## config.mk

```make
export PLATFORM = sky130hd
export DESIGN_NAME = eae_shift_unit
export DESIGN_NICKNAME = d
export VERILOG_FILES = /design/src/rtl/eae_pkg.sv /design/src/rtl/eae_decode.sv /design/src/rtl/eae_step.sv /design/src/rtl/eae_count.sv /design/src/rtl/eae_shift_unit.sv
export SDC_FILE = /design/constraint.sdc
export NUM_CORES = 1
export LEC_CHECK = 0
export BUFFER_PORTS_ARGS = -buffer_cell sky130_fd_sc_hd__buf_2
export CORE_UTILIZATION = 55
export CTS_BUF_LIST = sky130_fd_sc_hd__clkbuf_4
export DETAILED_ROUTE_END_ITERATION = 16
export GPL_TIMING_DRIVEN = 1
export PLACE_DENSITY = 0.87
export SLEW_MARGIN = 25
export SYNTH_ARGS = -nofsm -noshare
export SYNTH_HDL_FRONTEND = slang
export SYNTH_SLANG_ARGS = --single-unit
```

## constraint.sdc

```tcl
create_clock -name clk -period 3.5 [get_ports clk]
set_input_delay 0 -clock clk [delete_from_list [all_inputs] [get_ports clk]]
set_output_delay 0 -clock clk [all_outputs]
set_load 0.02 [all_outputs]
```

## src/rtl/eae_pkg.sv

```systemverilog
package eae_pkg;
  localparam int IW = 18;
  localparam int CW = 6;

  typedef enum logic [3:0] {
    OP_NONE, OP_LRS, OP_LLS, OP_ALS,
    OP_LACQ, OP_CLQ, OP_OMQ, OP_CMQ, OP_LMQ
  } eae_op_e;

  typedef struct packed {
    eae_op_e       op;
    logic          sgn;
    logic [CW-1:0] cnt;
  } eae_cmd_t;
endpackage

```

## src/rtl/eae_decode.sv

```systemverilog
module eae_decode
  import eae_pkg::*;
(
  input  logic [IW-1:0] instr,
  output eae_cmd_t      cmd
);
  always_comb begin
    cmd.op  = OP_NONE;
    cmd.sgn = instr[13];
    cmd.cnt = instr[CW-1:0];
    if (instr[17:14] == 4'b1101) begin
      if (instr[12:9] == 4'b0000 && instr[8]) begin
        case (instr[7:6])
          2'b01:   cmd.op = OP_LRS;
          2'b10:   cmd.op = OP_LLS;
          2'b11:   cmd.op = OP_ALS;
          default: cmd.op = OP_NONE;
        endcase
      end else begin
        case (instr[13:0])
          14'o01002: cmd.op = OP_LACQ;
          14'o10000: cmd.op = OP_CLQ;
          14'o10002: cmd.op = OP_OMQ;
          14'o10004: cmd.op = OP_CMQ;
          14'o12000: cmd.op = OP_LMQ;
          default:   cmd.op = OP_NONE;
        endcase
      end
    end
  end
endmodule

```

## src/rtl/eae_step.sv

```systemverilog
module eae_step
  import eae_pkg::*;
#(
  parameter int DW = 18
) (
  input  eae_op_e       op,
  input  logic          sgn,
  input  logic [DW-1:0] ac,
  input  logic [DW-1:0] mq,
  input  logic          link,
  output logic [DW-1:0] nac,
  output logic [DW-1:0] nmq
);
  always_comb begin
    nac = ac;
    nmq = mq;
    case (op)
      OP_LRS: begin
        nac = {(sgn ? ac[DW-1] : link), ac[DW-1:1]};
        nmq = {ac[0], mq[DW-1:1]};
      end
      OP_LLS: begin
        nac = {ac[DW-2:0], mq[DW-1]};
        nmq = {mq[DW-2:0], 1'b0};
        if (sgn) nac[DW-1] = ac[DW-1];
      end
      OP_ALS: begin
        nac = {ac[DW-2:0], 1'b0};
        if (sgn) nac[DW-1] = ac[DW-1];
      end
      default: ;
    endcase
  end
endmodule

```

## src/rtl/eae_count.sv

```systemverilog
module eae_count
  import eae_pkg::*;
(
  input  logic          clk,
  input  logic          rst,
  input  logic          load,
  input  logic [CW-1:0] n,
  output logic          busy,
  output logic          last
);
  logic [CW-1:0] cnt;

  always_ff @(posedge clk) begin
    if (rst)             cnt <= '0;
    else if (load)       cnt <= n;
    else if (cnt != '0)  cnt <= cnt - 1'b1;
  end

  assign busy = (cnt != '0);
  assign last = (cnt == CW'(1));

  AST_ONE_STEP_PER_CLOCK: assert property (@(posedge clk) disable iff (rst)
    (busy && !load) |=> (cnt == $past(cnt) - 1'b1));
endmodule

```

## src/rtl/eae_shift_unit.sv

```systemverilog
module eae_shift_unit
  import eae_pkg::*;
#(
  parameter int DW = 18
) (
  input  logic          clk,
  input  logic          rst,
  input  logic          start,
  input  logic [IW-1:0] instr,
  input  logic [DW-1:0] ac_in,
  input  logic          link_in,
  output logic [DW-1:0] ac_out,
  output logic [DW-1:0] mq_out,
  output logic          link_out,
  output logic          done,
  output logic          busy
);
  eae_cmd_t      cmd;
  eae_op_e       op_q;
  logic          sgn_q;
  logic [DW-1:0] ac_q, mq_q, nac, nmq;
  logic          link_q, done_q, busy_w, last_w;
  logic          accept, is_shift, load;

  eae_decode u_dec (.instr(instr), .cmd(cmd));

  assign accept   = start && !busy_w;
  assign is_shift = (cmd.op == OP_LRS) || (cmd.op == OP_LLS) || (cmd.op == OP_ALS);
  assign load     = accept && is_shift && (cmd.cnt != '0);

  eae_count u_cnt (
    .clk(clk), .rst(rst), .load(load), .n(cmd.cnt),
    .busy(busy_w), .last(last_w)
  );

  eae_step #(.DW(DW)) u_step (
    .op(op_q), .sgn(sgn_q), .ac(ac_q), .mq(mq_q), .link(link_q),
    .nac(nac), .nmq(nmq)
  );

  always_ff @(posedge clk) begin
    if (rst) begin
      op_q   <= OP_NONE;
      sgn_q  <= 1'b0;
      ac_q   <= '0;
      mq_q   <= '0;
      link_q <= 1'b0;
      done_q <= 1'b0;
    end else begin
      done_q <= 1'b0;
      if (accept) begin
        op_q   <= cmd.op;
        sgn_q  <= cmd.sgn;
        ac_q   <= ac_in;
        link_q <= link_in;
        done_q <= !load;
        case (cmd.op)
          OP_LACQ: ac_q <= mq_q;
          OP_OMQ:  ac_q <= ac_in | mq_q;
          OP_CLQ:  mq_q <= '0;
          OP_CMQ:  mq_q <= ~mq_q;
          OP_LMQ:  mq_q <= ac_in;
          default: ;
        endcase
      end else if (busy_w) begin
        ac_q   <= nac;
        mq_q   <= nmq;
        done_q <= last_w;
      end
    end
  end

  assign ac_out   = ac_q;
  assign mq_out   = mq_q;
  assign link_out = link_q;
  assign done     = done_q;
  assign busy     = busy_w;

  AST_LAST_STEP_DONE: assert property (@(posedge clk) disable iff (rst)
    (busy_w && last_w) |=> done_q);
  AST_BUSY_HOLDS: assert property (@(posedge clk) disable iff (rst)
    (busy_w && !last_w) |=> busy_w);
  AST_LINK_UNTOUCHED: assert property (@(posedge clk) disable iff (rst)
    busy_w |=> $stable(link_q));
  AST_ALS_KEEPS_MQ: assert property (@(posedge clk) disable iff (rst)
    (busy_w && op_q == OP_ALS) |=> $stable(mq_q));
  AST_SIGN_HELD_LEFT: assert property (@(posedge clk) disable iff (rst)
    (busy_w && sgn_q && op_q != OP_LRS) |=> $stable(ac_q[DW-1]));
  AST_CLEAR_MQ: assert property (@(posedge clk) disable iff (rst)
    (accept && cmd.op == OP_CLQ) |=> (mq_q == '0));
  AST_DONE_NOT_BUSY: assert property (@(posedge clk) disable iff (rst)
    done_q |-> !busy_w);
endmodule

```

==> implementation parameters <==
Parameter                              Value

STA
  Number of max-slew violations in the final report    0
  Fin. Hold Viols    0
  Fin Clk Skew    0.0170 ns
  Total negative slack for setup checks    0 ns
  Max-Slew Margin vs Limit    43.8%
  RSZ-0062 raised after global routing    no
  Shortest clock period the worst path allows after layout    2.76 ns
  Setup violations, final    0
  Max Clk Rate    363 MHz
  Share of the clock period used by the worst path after layout    78.8%
  Pin slew with the least headroom to its limit    0.842 ns

Power
  Leakage power summed over all cells    0.00159 uW
  Net switching share of the total power    44.0%
  Total power density per cell area    493 mW/mm^2
  Clk network pwr share    14.8%
  Reg power frac    36.3%
  Part of the total power dissipated in combinational logic    48.9%
  Cell internal pwr    1070 uW
  P_sw    840 uW
  Maximum vdd drop    273 uV

Global routing
  All-Layer GR Usage    31.5%
  First-pass GRT wire length    15600 um
  Number of antenna violations at the first check in global routing    0
  Maximum number of pins on one net before global-route repair    42
  Total congestion overflow    0
  Vias in the first global route    3177

Synthesis
  Number of nets in the synthesized netlist    471
  Adder-cell area share of the yosys netlist    0.771%
  Register bit count reported by yosys    49
  Number of distinct standard cells referenced by the synthesized netlist    62
  EDFF count, synth    0
  Async SR Flop Fraction    0%
  Post-Synth XOR/XNOR Area    1.35%
  Cell count after synthesis    429
  Average size of a mapped cell    7.57 um^2
  Cell Area, Synth    0.00325 mm^2
  Leading register cell type out of synthesis    dfxtp_1
  YS warnings    0
  Post-synthesis simple-gate area fraction    26.4%
  Combinational family with the most area after synthesis    compound AO/OA/AOI/OAI gates
  Complex-gate fraction of the synthesized area    33.2%
  Multiplexer share of the synthesized area    0.925%
  Part of the Yosys area used for sequential elements    30.2%

Floorplanning
  Vert. Die Dim    78.8 um
  Placeable Area    0.00561 mm^2
  Die width    78.8 um
  Initial Utilization    57.9%
  Num ports    79
  DIE AREA    0.00621 mm^2
  Number of rows created at floorplan    27

Clock tree
  Clock tree from TritonCTS    built
  Clock-pin slew reported for the worst setup and hold paths after clock tree synthesis    0.14 ns
  Clock buffers created by TritonCTS    5
  Root buffer cell    clkbuf_4
  Worst skew pair latency    0.38 ns
  H-tree level count    2
  Clock sink count    49
  Post-CTS repair timing setup buffer count    0
  CTS max path bufs    2

Drt
  Starting DRT DRC Count    398
  Antenna-violating nets left    0
  Routed wire length per instance    17.0 um
  Final WL    9920 um
  Total iterations of the first detailed-routing run    5
  Post-detailed-route via-to-cell ratio    6.46
  DRC Markers    0
  Routed via count    3757

Critical path
  Kind of start point of the critical path    flip-flop
  Reg2Reg Depth    6
  Kind of end point of the critical path    flip-flop
  Worst Path Arrival    3.07 ns
  Kind of critical path    reg2reg
  Data required, critical path    3.81 ns
  Crit path max fanout    39

Final layout
  Area delta synth->final    19.3%
  Most common cell after layout, fill and taps aside    buf_2
  Nets    550
  Commonest cells after routing, fill and taps aside    buf_2 (78), nand2_1 (66), a21oi_1 (65)
  Final Cell Area    0.00387 mm^2
  Share of cells above drive strength 1    21.2%

Place
  Quantity of I/O buffers inserted on ports    78
  Routability-driven placement congestion ratio    0.845
  Final HPWL DP    6180 um
  Total placed instance area    0.00355 mm^2

Hold path
  Cell depth of the worst hold path    5
  Type of the most critical hold path    in2reg

Job
  Number of max-cap violations    0

Status
  Outcome    completed
==> what timing repair did <==
| item | 4_1_cts | 5_1_grt |
|---|---|---|
| resized for setup | 0 | 0 |
| hold buffers | 26 | 0 |
| endpoints found under the hold margin | 28 | 0 |
==> power groups by stage <==
stage,clock [uW],sequential [uW],combinational (uW)
finish,284,693,933
global route,305,700,1020
CTS,281,691,913
detailed placement,0,703,880
global placement,0,699,851
floorplan,0,736,676
==> metrics by stage <==
step | setup WS, ns | std cells | power [uW] | hold slack [ns] | utilization, %
2_1_floorplan | 1.61 | 429 | 1410 | 0.136 | -
3_3_place_gp | 0.982 | 547 | 1550 | 0.268 | 63.3
3_5_place_dp | 0.874 | 547 | 1580 | 0.273 | 63.3
4_1_cts | 0.796 | 581 | 1890 | 0.0928 | 69.0
5_1_grt | 0.612 | 581 | 2020 | 0.137 | 69.0
6_report | 0.743 | 582 | 1910 | 0.110 | 69.1
==> final cells by class <==
class / count / area (um^2)
inverter: 7 / 28.8
timing repair buffer: 107 / 673
clock inverter: 1 / 7.51
fill: 456 / 1740
antenna: 1 / 2.50
sequential: 49 / 981
multi-input combinational: 338 / 2040
tap: 72 / 90.1
clock buffer: 7 / 52.6
==> cells by family (layout without fill, tap and decap cells) <==
kind of cell	after synthesis	in the layout
AOI/OAI and AO/OA	170	170
xor gates and xnor gates	5	5
adders and majority gates	2	2
buffers and inverters	42	122
DFF	49	49
muxes	3	3
other	0	1
and+or+nand+nor	158	158
==> critical path: stages (launching register included) <==
cell and delay [ns]:
dfxtp_1 0.40, nor4_4 0.35, and2_1 0.46, nand2_4 0.32
o21ai_2 0.31, and2b_1 0.56, a32o_1 0.26
==> routing by layer <==
| metal | vias to the layer above | wire [um] | share of wire [%] | GRT usage [%] |
|---|---|---|---|---|
| met1 | 1719 | 4150 | 42 | 44.3 |
| met4 | 0 | 308 | 3.1 | 11.8 |
| met5 | - | 0 | 0 | 0 |
| met2 | 256 | 4460 | 45 | 47.9 |
| li1 | 1753 | - | - | - |
| met3 | 29 | 1000 | 10 | 5.52 |
==> flip-flops by register name (all words and copies together) (netlist names) <==
register   count
ac_out        18
done           1
link_out       1
mq_out        18
op_q           4
sgn_q          1
u_cnt.cnt      6
==> synth_stat cells (2+ instances only) <==
cell	count	area, um^2
nor2b_1	2	12.5
and3_1	3	18.8
a31oi_1	18	113
nand2_1	67	251
ha_1	2	25.0
a21o_1	17	128
nand4_1	2	12.5
nor3_2	2	20.0
buf_4	2	15.0
buf_1	2	7.51
nor3_1	23	115
nor3b_1	3	22.5
o21ai_0	35	175
nor2_1	5	18.8
clkbuf_1	13	48.8
a21oi_1	65	325
nand2b_1	4	25.0
nand3_1	21	105
nor2_2	2	12.5
inv_1	6	22.5
nor4_1	3	18.8
buf_2	13	65.1
a32o_1	18	180
a211oi_1	2	15.0
o32ai_1	2	17.5
xnor2_1	3	26.3
and2_1	3	18.8
xor2_1	2	17.5
o22ai_1	2	12.5
buf_6	4	45.0
nand3b_1	2	15.0
mux2i_1	3	30.0
dfxtp_1	49	981
==> final timing paths <==
| path | start | to | slack [ns] |
|---|---|---|---|
| worst max-delay path | u_cnt.cnt[2]$_SDFFE_PP0P_ | mq_out[17]$_SDFFE_PP0P_ | 0.74 |
| worst min-delay path | instr[7] | op_q[1]$_SDFFE_PP0P_ | 0.11 |
| worst max register to register | u_cnt.cnt[2]$_SDFFE_PP0P_ | mq_out[17]$_SDFFE_PP0P_ | 0.74 |
| worst min register to register | sgn_q$_SDFFE_PP0P_ | sgn_q$_SDFFE_PP0P_ | 0.50 |
Note: power is estimated with default switching activity, not from simulation.
